### config.mk
export PLATFORM = sky130hd
export DESIGN_NAME = pwr_mode_ctrl
export DESIGN_NICKNAME = d
export VERILOG_FILES = /design/src/rtl/pmc_pkg.sv /design/src/rtl/pmc_restart_cnt.sv /design/src/rtl/pmc_fsm.sv /design/src/rtl/pmc_out_decode.sv /design/src/rtl/pwr_mode_ctrl.sv
export SDC_FILE = /design/constraint.sdc
export NUM_CORES = 1
export LEC_CHECK = 0
export BUFFER_PORTS_ARGS = -buffer_cell sky130_fd_sc_hd__buf_2
export CAP_MARGIN = 25
export CORE_MARGIN = 10
export CORE_UTILIZATION = 35
export DETAILED_ROUTE_END_ITERATION = 10
export PLACE_DENSITY_LB_ADDON = 0.12
export SLEW_MARGIN = 20
export SYNTH_ARGS = -nofsm -noshare
export SYNTH_HDL_FRONTEND = slang
export SYNTH_SLANG_ARGS = --single-unit
export TNS_END_PERCENT = 50
### constraint.sdc
create_clock -name clk -period 4.4 [get_ports clk]
set_clock_uncertainty 0.15 [all_clocks]
set_input_delay 0.44 -clock clk [delete_from_list [all_inputs] [get_ports clk]]
set_output_delay 0.44 -clock clk [all_outputs]
set_load 0.01 [all_outputs]
### src/rtl/pmc_pkg.sv
package pmc_pkg;
    typedef enum logic [2:0] {
        ST_RUN       = 3'd0,
        ST_IDLE      = 3'd1,
        ST_PDOWN     = 3'd2,
        ST_OSC_WAIT  = 3'd3,
        ST_WAKE_HOLD = 3'd4
    } pmc_state_e;
endpackage

### src/rtl/pmc_restart_cnt.sv
module pmc_restart_cnt #(
    parameter int unsigned CYCLES = 1024
) (
    input  logic clk,
    input  logic rst_n,
    input  logic clr,
    input  logic inc,
    output logic done
);
    localparam int unsigned CW = (CYCLES > 2) ? $clog2(CYCLES) : 1;
    localparam logic [CW-1:0] LAST = CW'(CYCLES - 1);

    logic [CW-1:0] cnt_q;

    assign done = inc && (cnt_q == LAST);

    always_ff @(posedge clk or negedge rst_n) begin
        if (!rst_n) begin
            cnt_q <= '0;
        end else if (clr || done) begin
            cnt_q <= '0;
        end else if (inc) begin
            cnt_q <= cnt_q + 1'b1;
        end
    end
endmodule

### src/rtl/pmc_fsm.sv
module pmc_fsm
    import pmc_pkg::*;
(
    input  logic       clk,
    input  logic       rst_n,
    input  logic       reg_wr,
    input  logic [1:0] req_bits,
    input  logic       irq_start,
    input  logic       ext_pin,
    input  logic       ext_en,
    input  logic       cnt_done,
    output pmc_state_e state_q,
    output logic       wake_q,
    output logic       cnt_inc,
    output logic       cnt_clr
);
    pmc_state_e state_d;
    logic       wake_d;

    always_comb begin
        state_d = state_q;
        wake_d  = 1'b0;
        unique case (state_q)
            ST_RUN: begin
                if (reg_wr && req_bits[1]) begin
                    state_d = ST_PDOWN;
                end else if (reg_wr && req_bits[0]) begin
                    state_d = ST_IDLE;
                end
            end
            ST_IDLE: begin
                if (irq_start) begin
                    state_d = ST_RUN;
                    wake_d  = 1'b1;
                end
            end
            ST_PDOWN: begin
                if (ext_en && !ext_pin) begin
                    state_d = ST_OSC_WAIT;
                end
            end
            ST_OSC_WAIT: begin
                if (ext_pin) begin
                    state_d = ST_PDOWN;
                end else if (cnt_done) begin
                    state_d = ST_WAKE_HOLD;
                end
            end
            ST_WAKE_HOLD: begin
                if (ext_pin) begin
                    state_d = ST_RUN;
                    wake_d  = 1'b1;
                end
            end
            default: state_d = ST_RUN;
        endcase
    end

    assign cnt_inc = (state_q == ST_OSC_WAIT) && !ext_pin;
    assign cnt_clr = (state_q != ST_OSC_WAIT);

    always_ff @(posedge clk or negedge rst_n) begin
        if (!rst_n) begin
            state_q <= ST_RUN;
            wake_q  <= 1'b0;
        end else begin
            state_q <= state_d;
            wake_q  <= wake_d;
        end
    end
endmodule

### src/rtl/pmc_out_decode.sv
module pmc_out_decode
    import pmc_pkg::*;
(
    input  pmc_state_e state,
    input  logic       cpu_ale,
    input  logic       cpu_psen,
    output logic       cpu_clk_en,
    output logic       periph_clk_en,
    output logic       osc_en,
    output logic       ale_lvl,
    output logic       psen_lvl,
    output logic [1:0] mode_bits
);
    always_comb begin
        cpu_clk_en    = 1'b0;
        periph_clk_en = 1'b0;
        osc_en        = 1'b0;
        ale_lvl       = 1'b0;
        psen_lvl      = 1'b0;
        mode_bits     = 2'b10;
        unique case (state)
            ST_RUN: begin
                cpu_clk_en    = 1'b1;
                periph_clk_en = 1'b1;
                osc_en        = 1'b1;
                ale_lvl       = cpu_ale;
                psen_lvl      = cpu_psen;
                mode_bits     = 2'b00;
            end
            ST_IDLE: begin
                periph_clk_en = 1'b1;
                osc_en        = 1'b1;
                ale_lvl       = 1'b1;
                psen_lvl      = 1'b1;
                mode_bits     = 2'b01;
            end
            ST_PDOWN: begin
                osc_en = 1'b0;
            end
            ST_OSC_WAIT, ST_WAKE_HOLD: begin
                osc_en = 1'b1;
            end
            default: begin
                osc_en = 1'b0;
            end
        endcase
    end
endmodule

### src/rtl/pwr_mode_ctrl.sv
module pwr_mode_ctrl
    import pmc_pkg::*;
#(
    parameter int unsigned OSC_WAIT_CYCLES = 1024,
    parameter int unsigned REG_W           = 8
) (
    input  logic             clk,
    input  logic             rst_n,
    input  logic             reg_wr,
    input  logic [REG_W-1:0] reg_wdata,
    output logic [REG_W-1:0] reg_rdata,
    input  logic             irq_start,
    input  logic             ext_pin,
    input  logic             ext_en,
    input  logic             cpu_ale,
    input  logic             cpu_psen,
    output logic             cpu_clk_en,
    output logic             periph_clk_en,
    output logic             osc_en,
    output logic             ale_lvl,
    output logic             psen_lvl,
    output logic             wake_pulse
);
    pmc_state_e state;
    logic       cnt_inc;
    logic       cnt_clr;
    logic       cnt_done;
    logic [1:0] mode_bits;

    pmc_fsm u_fsm (
        .clk       (clk),
        .rst_n     (rst_n),
        .reg_wr    (reg_wr),
        .req_bits  (reg_wdata[1:0]),
        .irq_start (irq_start),
        .ext_pin   (ext_pin),
        .ext_en    (ext_en),
        .cnt_done  (cnt_done),
        .state_q   (state),
        .wake_q    (wake_pulse),
        .cnt_inc   (cnt_inc),
        .cnt_clr   (cnt_clr)
    );

    pmc_restart_cnt #(
        .CYCLES (OSC_WAIT_CYCLES)
    ) u_cnt (
        .clk   (clk),
        .rst_n (rst_n),
        .clr   (cnt_clr),
        .inc   (cnt_inc),
        .done  (cnt_done)
    );

    pmc_out_decode u_dec (
        .state         (state),
        .cpu_ale       (cpu_ale),
        .cpu_psen      (cpu_psen),
        .cpu_clk_en    (cpu_clk_en),
        .periph_clk_en (periph_clk_en),
        .osc_en        (osc_en),
        .ale_lvl       (ale_lvl),
        .psen_lvl      (psen_lvl),
        .mode_bits     (mode_bits)
    );

    assign reg_rdata = {{(REG_W-2){1'b0}}, mode_bits};
endmodule

==> flow_summary.yaml <==
min_path:
  min_path_cells: 3
  hold_end: "u_fsm.state_q[1]$_DFFE_PN0P_"
  hold_start: "reg_wdata[1]"
  hp-class: "in2reg"
critical_path:
  crit_start: "u_fsm.state_q[0]$_DFFE_PN0P_"
  r2r_end: "u_fsm.state_q[0]$_DFFE_PN0P_"
  worst-r2r-cell-count: 4
  endpoint_kind: "output port"
  critical_path_class: "reg2out"
  reg2reg_from: "u_fsm.state_q[0]$_DFFE_PN0P_"
  cp.arrival_ps: 1390
  r2r_slack_ps: 2510
  cp.required_ps: 3810
  start_kind: "flip-flop"
  path_max_fanout: 18
floorplanning:
  start_util_pct: 37.5
  dieHeight_um: 72.0
  dieArea_um2: 5180
  core-area_um2: 2520
  core.rowCount: 18
  pin_count: 30
  die_w_um: 72.0
timing:
  max_slew_margin_pct: 61.4
  max_freq_mhz: 506
  drv_slew: 0
  finalCritPeriodShare_pct: 45.0
  rsz0062_at_grt: "false"
  worst_slack_ps: 2420
  hold_violations: 0
  tightest_slew_ps: 579
  setup_tns_ps: 0
  min_period_ps: 1980
  finalSetupViolCount: 0
clock_network:
  clk_pin_slew_ps: 90
  clk_path_buf_depth: 2
  clk_latency_ps: 280
  clock_sinks: 14
  cts_buffers: 3
  cts_tree: "built"
  htreeDepth: 1
  postCtsSetupBuffers: 0
  cts-root-buf: "clkbuf_4"
final_layout:
  final_net_count: 136
  drive_gt1_share_pct: 27.1
  final_cell_area_um2: 1060
  fillers: 267
  syn2layout_area_growth_pct: 11.6
  post-route-util_pct: 41.9
  n_antenna_cell: 0
run:
  max-cap-violations: 0
logic_synthesis:
  synthFlopType: "dfrtp_1"
  synth-edff-count: 0
  async_flop_share_pct: 100
  synthesis.yosys.warnings: 0
  synth.distinct_cells: 42
  synth_area_um2: 946
  yosysSeqAreaShare_pct: 37.0
  synthTopCellsByArea: "dfrtp_1 (37%), xnor2_1 (6.5%), buf_4 (5.6%)"
  synth_top_area_share_pct: 37.0
  yosys-top-cells-count: "dfrtp_1 (14), nor2_1 (14), buf_4 (7), nand2_1 (7), xnor2_1 (7)"
  yosys.area.top_type: "dfrtp_1"
  syn_inst: 102
  syn_area_per_cell_um2: 9.27
  synth_seq_cells: 14
place:
  placed_cell_area_um2: 1010
  pre_cts_slack_ps: 2520
  hpwlAfterDp_um: 1510
  io_buffers: 17
  gp_congestion: 0.800
global_routing:
  grt_pass1_wl_um: 3600
  antenna_found_initial: 0
  grt_usage_pct: 8.41
  grt_pass1_vias: 767
  grt_max_degree: 19
  grt-ovfl-total: 0
drt:
  m1WireLength_um: 930
  dr_wl_met2_um: 844
  ant_nets: 0
  met3_wirelength_um: 182
  routedWlPerCell_um: 13.3
  drtIter0Drc: 20
  remaining_drc_errors: 0
  finalWirelength_um: 1970
  vias: 726
  dr.pass1.iters: 4
  vias_per_cell: 4.91
  top_layer: "met4"
power_and_ir_drop:
  p_leak_uw: 0.000448
  power.total_uw: 465
  irDropWorstVdd_mv: 0.315
  p_per_area_nw_per_um2: 440
status:
  outcome: "finished clean"
## metrics by stage
stage	hold slack (ps)	instances
floorplan	-5.59	107
global placement	210	143
detailed placement	214	143
CTS	282	148
global route	288	148
finish	286	148
## critical path, stage by stage, from the launching register on
cell	delay [ps]
dfrtp_1	600
nor3_1	320
buf_2	180
## cell usage in the layout, fill, tap and decap left out, drive strengths merged, types with 5 or more instances in the layout
master	instances
buf	17
nor2	14
dfrtp	14
nand2	8
xnor2	7
conb	6
nand3	6
nor3	5
## where the power goes
part           internal [uW]  switching [uW]
registers                144            43.0
clock network           50.3            44.7
logic                   88.5            94.1
## worst max path at each step
| stage | to | slack (ps) | cells after the start |
|---|---|---|---|
| after global routing | osc_en | 2330 | 2 |
| after global placement | u_fsm.state_q[0]$_DFFE_PN0P_ | 2530 | 4 |
| after CTS | osc_en | 2400 | 2 |
| final | cpu_clk_en | 2420 | 2 |
| after detailed placement | u_fsm.state_q[0]$_DFFE_PN0P_ | 2520 | 4 |
| after floorplan | u_fsm.state_q[0]$_DFFE_PN0P_ | 2670 | 5 |
## timing repair
| action | in CTS | in global routing |
|---|---|---|
| hold buffers | 1 | 0 |
| endpoints found under the hold margin | 14 | 0 |
| resized for setup | 0 | 0 |
## area by class of cell
class                      instances  area [um2]  area share [%]
sequential                        14         350            33.2
multi-input combinational         78         522            49.4
inverter                           4        15.0            1.42
tap                               30        37.5            3.55
timing repair buffer              18        95.1            9.00
clock buffer                       4        36.3            3.44
## registers in the layout, summed over array words and instances, names as in the netlist
name	cells
u_fsm.state_q	3
u_cnt.cnt_q	10
u_fsm.wake_q	1
## routing by layer
layer	vias to the layer above	track usage [%]
li1	376	-
met4	0	3.23
met1	327	10.8
met2	21	12.1
met5	-	0
met3	2	3.67
## cell families after synthesis
logic type | share of synthesized area (%)
other | 0.396
adders and majority gates | 1.32
AOI/OAI and AO/OA | 13.6
buffers and inverters | 9.79
and+or+nand+nor | 28.7
DFF | 37.0
muxes | 2.65
xor gates and xnor gates | 6.48
Power figures use the tool's default switching activity.
